File: src/rtl/fwd_pkg.sv
package fwd_pkg;

    // Wide carrier used by the helper functions; every counter width fits.
    typedef logic [31:0] wide_t;

    // Live or held fault pair; index constants follow the packed layout.
    typedef struct packed {
        logic low;
        logic high;
    } fault_t;

    localparam int FLT_HIGH = 0;
    localparam int FLT_LOW  = 1;
    localparam int FLT_NUM  = 2;

    // Increment that sticks at the ceiling instead of wrapping.
    function automatic wide_t sat_next(wide_t cur, wide_t ceiling);
        return (cur >= ceiling) ? ceiling : cur + 32'd1;
    endfunction

    // Bits needed to hold a timer preload value.
    function automatic int tmo_width(int load);
        return (load < 2) ? 1 : $clog2(load + 1);
    endfunction

endpackage

File: src/rtl/fwd_rise_sync.sv
module fwd_rise_sync #(
    parameter int SYNC_STAGES = 2
) (
    input  logic clk,
    input  logic rst,
    input  logic async_in,
    output logic rise
);
    // Synchroniser stages plus one extra flop for the edge compare.
    localparam int SH_W = SYNC_STAGES + 1;

    logic [SH_W-1:0] sh;

    always_ff @(posedge clk) begin
        if (rst) begin
            sh <= '0;
        end else begin
            sh <= {sh[SH_W-2:0], async_in};
        end
    end

    assign rise = sh[SYNC_STAGES-1] & ~sh[SYNC_STAGES];

endmodule

File: src/rtl/fwd_period_ctr.sv
module fwd_period_ctr
    import fwd_pkg::*;
#(
    parameter int CNT_W = 16
) (
    input  logic             clk,
    input  logic             rst,
    input  logic             rise,
    output logic [CNT_W-1:0] cnt
);
    localparam logic [CNT_W-1:0] CNT_MAX = {CNT_W{1'b1}};
    localparam logic [CNT_W-1:0] CNT_ONE = CNT_W'(1);

    logic [CNT_W-1:0] cnt_inc;

    // The wide result never exceeds CNT_MAX, so the truncation is safe.
    always_comb begin
        cnt_inc = CNT_W'(sat_next(32'(cnt), 32'(CNT_MAX)));
    end

    // The clock on which an edge is seen counts as the first clock
    // of the next period.
    always_ff @(posedge clk) begin
        if (rst) begin
            cnt <= '0;
        end else if (rise) begin
            cnt <= CNT_ONE;
        end else begin
            cnt <= cnt_inc;
        end
    end

endmodule

File: src/rtl/fwd_window_cmp.sv
module fwd_window_cmp #(
    parameter int CNT_W = 16
) (
    input  logic             clk,
    input  logic             rst,
    input  logic             rise,
    input  logic [CNT_W-1:0] cnt,
    input  logic [CNT_W-1:0] lo_limit,
    input  logic [CNT_W-1:0] hi_limit,
    output logic             lo_ok,
    output logic             too_high
);
    logic short_vs_hi;
    logic hi_reached;

    always_comb begin
        short_vs_hi = (cnt <  hi_limit);
        hi_reached  = (cnt >= hi_limit);
        // The lower-limit comparator fires once per qualifying edge.
        lo_ok       = rise && (cnt <= lo_limit);
    end

    always_ff @(posedge clk) begin
        if (rst) begin
            too_high <= 1'b0;
        end else if (rise) begin
            too_high <= short_vs_hi;
        end else if (hi_reached) begin
            too_high <= 1'b0;
        end
    end

endmodule

File: src/rtl/fwd_retrig_timer.sv
module fwd_retrig_timer
    import fwd_pkg::*;
#(
    parameter int LOAD = 1000
) (
    input  logic clk,
    input  logic rst,
    input  logic retrig,
    output logic expired
);
    localparam int           TW     = tmo_width(LOAD);
    localparam logic [TW-1:0] LOAD_V = TW'(LOAD);

    logic [TW-1:0] remain;

    always_ff @(posedge clk) begin
        if (rst) begin
            remain <= LOAD_V;
        end else if (retrig) begin
            remain <= LOAD_V;
        end else if (remain != '0) begin
            remain <= remain - TW'(1);
        end
    end

    assign expired = (remain == '0);

endmodule

File: src/rtl/fwd_fault_latch.sv
module fwd_fault_latch #(
    parameter int N = 2
) (
    input  logic         clk,
    input  logic         rst,
    input  logic         clr,
    input  logic [N-1:0] live,
    output logic [N-1:0] held
);
    for (genvar i = 0; i < N; i++) begin : g_bit
        always_ff @(posedge clk) begin
            if (rst || clr) begin
                held[i] <= 1'b0;
            end else if (live[i]) begin
                held[i] <= 1'b1;
            end
        end
    end

endmodule

File: src/rtl/freq_window_det.sv
module freq_window_det
    import fwd_pkg::*;
#(
    parameter int CNT_W       = 16,
    parameter int TMO_LOAD    = 40000,
    parameter int SYNC_STAGES = 2
) (
    input  logic             clk,
    input  logic             rst,
    input  logic             pulse_in,
    input  logic [CNT_W-1:0] lo_limit,
    input  logic [CNT_W-1:0] hi_limit,
    input  logic             latch_clr,
    output logic             too_low,
    output logic             too_high,
    output logic             too_low_held,
    output logic             too_high_held
);
    logic             rise_det;
    logic [CNT_W-1:0] period_cnt;
    logic             lo_ok;
    logic             hi_fast;
    logic             slow_exp;
    fault_t           live_f;
    fault_t           held_f;

    fwd_rise_sync #(.SYNC_STAGES(SYNC_STAGES)) u_sync (
        .clk      (clk),
        .rst      (rst),
        .async_in (pulse_in),
        .rise     (rise_det)
    );

    fwd_period_ctr #(.CNT_W(CNT_W)) u_ctr (
        .clk  (clk),
        .rst  (rst),
        .rise (rise_det),
        .cnt  (period_cnt)
    );

    fwd_window_cmp #(.CNT_W(CNT_W)) u_cmp (
        .clk      (clk),
        .rst      (rst),
        .rise     (rise_det),
        .cnt      (period_cnt),
        .lo_limit (lo_limit),
        .hi_limit (hi_limit),
        .lo_ok    (lo_ok),
        .too_high (hi_fast)
    );

    fwd_retrig_timer #(.LOAD(TMO_LOAD)) u_tmo (
        .clk     (clk),
        .rst     (rst),
        .retrig  (lo_ok),
        .expired (slow_exp)
    );

    always_comb begin
        live_f.low  = slow_exp;
        live_f.high = hi_fast;
    end

    fwd_fault_latch #(.N(FLT_NUM)) u_latch (
        .clk  (clk),
        .rst  (rst),
        .clr  (latch_clr),
        .live (live_f),
        .held (held_f)
    );

    assign too_low       = live_f.low;
    assign too_high      = live_f.high;
    assign too_low_held  = held_f.low;
    assign too_high_held = held_f.high;

endmodule

File: config.mk
export PLATFORM = sky130hd
export DESIGN_NAME = freq_window_det
export DESIGN_NICKNAME = d
export VERILOG_FILES = /design/src/rtl/fwd_pkg.sv /design/src/rtl/fwd_rise_sync.sv /design/src/rtl/fwd_period_ctr.sv /design/src/rtl/fwd_window_cmp.sv /design/src/rtl/fwd_retrig_timer.sv /design/src/rtl/fwd_fault_latch.sv /design/src/rtl/freq_window_det.sv
export SDC_FILE = /design/constraint.sdc
export NUM_CORES = 1
export LEC_CHECK = 0
export BUFFER_PORTS_ARGS = -buffer_cell sky130_fd_sc_hd__buf_4
export CAP_MARGIN = 0
export CORE_MARGIN = 2
export CORE_UTILIZATION = 40
export DETAILED_ROUTE_END_ITERATION = 6
export SYNTH_ARGS = -nofsm -noshare
export SYNTH_HDL_FRONTEND = slang
export SYNTH_SLANG_ARGS = --single-unit
File: constraint.sdc
create_clock -name clk -period 2.65 [get_ports clk]
set_input_delay 0.1325 -clock clk [delete_from_list [all_inputs] [get_ports clk]]
set_output_delay 0.1325 -clock clk [all_outputs]
set_load 0.02 [all_outputs]
======== Word level (Yosys, flattened, before mapping) ========
Index checks and enable logic that the tools add are counted.
W data, S select, Z words.
word-level totals
  flip-flop bits (word level) ............. 38
  bits in latches ......................... 0
  RAM bits ................................ 0
  ROM bits ................................ 0
  input port bits ......................... 36
  output and inout port bits .............. 4
  logic and storage cells ................. 26
  memories kept ........................... 0
cells by class
  add/subtract/negate cells ............... 2
  multiply operators ...................... 0
  div/mod/pow operators ................... 0
  order comparisons ....................... 4
  equality and inequality tests ........... 0
  shift operators ......................... 0
  multiplexer cells ....................... 4
  bitwise operators ....................... 2
  reductions and logical operators ........ 7
operator list
  kind                     count
  $add A16 B1 Y16 const B  1
  $ge A16 B16 Y1           1
  $ge A16 B16 Y1 const B   1
  $le A16 B16 Y1           1
  $logic_not A16 Y1        1
  $lt A16 B16 Y1           1
  $mux W16                 1
  $reduce_bool A16 Y1      1
  $sub A16 B1 Y16 const B  1
  $reduce_or A2 Y1         2
  $mux W1                  3
  $reduce_bool A2 Y1       1
  $and A1 B1 Y1            1
  $logic_and A1 B1 Y1      1
  $logic_or A1 B1 Y1       1
  $not A1 Y1               1

======== Depth between registers and ports, before layout ========
  word-level depth ........................ 4
  mapped depth ............................ 8
  depth with buffers taken out ............ 7

======== By module ========
From an unflattened synthesis, not the netlist that was laid out.
unflattened totals
  cell total of the unflattened synthesis .. 309
  area total of the unflattened synthesis .. 2586.2 µm²
by module, submodules not included
  module            times used  cells an instance  area each (µm²)  seq. area each (µm²)
  fwd_window_cmp    1           113                838.3            20.0
  fwd_retrig_timer  1           102                833.3            320.3
  fwd_period_ctr    1           81                 769.5            320.3
  fwd_rise_sync     1           7                  87.6             60.1
  fwd_fault_latch   1           6                  57.6             40.0

======== Worst setup path before layout ========
OpenSTA, ideal clock, no wires.
  kind .................................... register to register
  start ................................... register u_tmo.remain[0]
  end ..................................... register u_tmo.remain[3]
  setup time .............................. 145 ps
  arrival time ............................ 2227 ps
  setup slack ............................. 278 ps
  cell stages (with the launch flop) ...... 9
  cells stage by stage .................... dfxtp_1 inv_1 ha_1 or3b_1 or4_4 buf_6 nor3_4 o21ai_0 nor2b_1
on the way
  word-level cells in the longest chain between the ends .. 1
  elaborated cells between the ends (all ways) .. 2
  classes of those cells .................. 1 x add/sub; 1 x reduce/logical
RTL lines
  what                                                           RTL line                                        RTL
  start, declared                                                fwd_retrig_timer.sv:14                          logic [TW-1:0] remain;
  start signal, assigned                                         fwd_retrig_timer.sv:22                          remain <= remain - TW'(1);
  $sub A16 B1 Y16 / $reduce_bool A16 Y1 (equally long branches)  fwd_retrig_timer.sv:22, fwd_retrig_timer.sv:21
Parallel ways exist; a longest one is shown, timed or not.
A chain may end at the register's enable or synchronous reset.

======== Final worst setup path ========
  start ................................... register u_tmo.remain[0]
  end ..................................... output too_low
on the way
  word-level cells in the longest chain between the ends .. 1
RTL lines
  what               RTL line                RTL
  $logic_not A16 Y1  fwd_retrig_timer.sv:26  assign expired = (remain == '0);
  end, declared      freq_window_det.sv:14   output logic too_low,
Every way passes these cells.

==> results_dict.tcl <==
set metrics [dict create \
    outcome "completed" \
    ys_ff_latch 38 \
    max_stage_delay_ns 0.56 \
    cts-htree-levels 2 \
    async_flop_share 0 \
    crit_required_ns 2.52 \
    rsz0062_at_grt "no" \
    power_leakage_nw 1.39 \
    antenna_found_initial 0 \
    report.final.hold_viol_count 0 \
    synth_top_cells_by_count "dfxtp_1, inv_1, ha_1" \
    synth.most_common_cell "dfxtp_1" \
    holdCritPathClass "primary input to register" \
    num_vias 2128 \
    vias_per_cell 5.14 \
    core_um2 5960 \
    synth_edf_count 0 \
    synthesis.nets 366 \
    fin_worst_skew_ns 0.00547 \
    placed_area_um2 2850 \
    fin_cells 414 \
    cp_cell_sequence "inv_1 > ha_1 > or3b_1 > or4_4 > nor3_4 > buf_4" \
    relSlewSlack 0.524 \
    yosys.area_share.simple 0.223 \
    n_antenna_cell 0 \
    num_rows 28 \
    slowest_stage "or4_4" \
    crit_type "register to primary output" \
    clkLatencyLatePin_ns 0.29 \
    dp_cells 403 \
    path_clk_slew_ns 0.08 \
    syn2layout_area_growth_pct 21.4 \
    start_util 0.416 \
    synth_flop_cell "dfxtp_1" \
    gr-total-overflow 0 \
    numCtsBuffers 5 \
    synth.largest_area_cell "dfxtp_1" \
    final_area_um2 3010 \
    synth.distinct_cells 45 \
    finalSetupViolations 0 \
    fin_crit_sh 0.905 \
    worst_pin_slew_ns 0.696 \
    start_kind "register" \
    fin_tns_setup_ns 0 \
    yosys.area_share.xor_xnor 0.0601 \
    synth_area_leaders "dfxtp_1, ha_1, inv_1" \
    synth_top_family_by_area "simple AND/OR/NAND/NOR gates" \
    clock-root-buffer "clkbuf_8" \
    routed_wl_mm 5.22 \
    die_h_um 82.7 \
    hpwl_mm 4.16 \
    grt.total_usage 0.164 \
    wl_per_cell_um 12.6 \
    gp_congestion 0.769 \
    synth_warnings 0 \
    first_pass_iters 4 \
    drc_errors 0 \
    cts_tree "done" \
    cts_resized 0 \
    synth_top_area_frac 0.307 \
    max_clock_freq_ghz 0.417 \
    setup.worst_path.end_class "primary output" \
    cp_top_family "simple AND/OR/NAND/NOR gates" \
    die_area_um2 6840 \
    grt_pass1_vias 1893 \
    synth_compound_area_frac 0.153 \
    cts_buffer_depth 2 \
    power_density_nw_per_um2 460 \
    crit_fanout 5 \
    avgSynthCellArea_um2 8.37 \
    synthAdderAreaFrac 0.172 \
    yosysSeqAreaShare 0.307 \
    portBuffers 39 \
    cp_num_buf_inv 2 \
    vdd_drop_max_uv 253 \
    nets 408 \
    clkSinkCount 38 \
    drv_slew 0 \
    final_util 0.505 \
    synthMuxAreaShare 0.0126 \
    grt_pass1_wl_mm 8.63 \
    postRouteAntennaNets 0 \
    timing.final.crit_period_ns 2.40 \
    cap_violations 0 \
    netlist_instances 296 \
    dr.first_iter.drc_count 92 \
    netlist_area_um2 2480 \
    die_w_um 82.7 \
    drive_gt1_frac 0.174 \
    grt_max_degree 17 \
    ioPinCount 40 \
    critPathArrivalTime_ns 2.27 \
]
==> registers in the layout (all words and copies together), names as in the netlist <==
signal / cells
u_tmo.remain: 16
u_latch.held: 2
u_sync.sh: 3
u_ctr.cnt: 16
u_cmp.too_high: 1
==> layout make-up <==
cell class,count,area [um^2]
Clock inverter,3,68.8
Multi-Input combinational cell,212,1540
Clock buffer,5,68.8
Fill cell,594,2950
Timing Repair Buffer,44,333
Inverter,37,139
Sequential cell,38,761
Tap cell,75,93.8
==> final timing paths <==
path	endpoint	slack, ns	cells past startpoint	startpoint
worst min-delay path	u_sync.sh[0]$_SDFF_PP0_	0.05	2	pulse_in
worst max-delay path	too_low	0.25	6	u_tmo.remain[0]$_SDFFE_PP0N_
worst max register to register	u_tmo.remain[10]$_SDFFE_PP1N_	0.28	7	u_ctr.cnt[15]$_SDFF_PP0_
worst min register to register	u_sync.sh[1]$_SDFF_PP0_	0.44	1	u_sync.sh[0]$_SDFF_PP0_
==> layer usage <==
metal,GRT usage,vias to the layer above,wire [um]
li1,-,1131,-
met1,0.230,958,2750
met2,0.248,33,2170
met3,0.0380,6,243
met4,0.0492,0,55
met5,0,-,0
==> where the power goes <==
| part | switching (mW) | internal, mW | total, mW |
|---|---|---|---|
| clock | 0.217 | 0.377 | 0.594 |
| sequential | 0.0165 | 0.587 | 0.603 |
| combinational | 0.0887 | 0.0963 | 0.185 |
| total | 0.322 | 1.06 | 1.38 |
==> kinds of logic (layout without fill, tap and decap cells) <==
group,Yosys count,in the layout
buffers and inverters,46,89
XOR/XNOR,17,17
flip-flops,38,38
adder cells (fa/ha/maj),34,34
multiplexers,3,3
AND/OR/NAND/NOR,98,98
AO/OA/AOI/OAI,60,60
==> placed cells by master, fill, tap and decap left out, types with 3 or more instances in the layout <==
| master | n |
|---|---|
| clkbuf_8 | 5 |
| a21oi_1 | 23 |
| nor4_1 | 4 |
| nand2_1 | 12 |
| o21ai_0 | 8 |
| a211oi_1 | 4 |
| and4_1 | 4 |
| a21boi_0 | 3 |
| nor3b_1 | 3 |
| nand2b_1 | 4 |
| xnor2_1 | 5 |
| a31oi_1 | 4 |
| and3_1 | 4 |
| nand3_1 | 8 |
| o31ai_1 | 5 |
| or4_1 | 3 |
| nor2_1 | 19 |
| nor2b_1 | 8 |
| xor2_1 | 12 |
| ha_1 | 34 |
| nor3_1 | 11 |
| inv_1 | 37 |
| nand4_1 | 9 |
| dfxtp_1 | 38 |
| buf_4 | 43 |
==> through the flow <==
step           hold WS (ns)  setup slack [ns]  power [mW]
2_1_floorplan         0.209             0.278       0.733
3_5_place_dp          0.313             0.283       0.801
4_1_cts              0.0414            0.0340        1.40
5_1_grt              0.0664            0.0827        1.45
6_report             0.0495             0.252        1.38
3_3_place_gp          0.313             0.303       0.798
==> repair_timing <==
action | in CTS | in global routing
buffers inserted | 0 | 2
setup endpoints to repair | 0 | 1
endpoints found under the hold margin | 2 | 0
hold buffers | 1 | 0
Power figures use the tool's default switching activity.
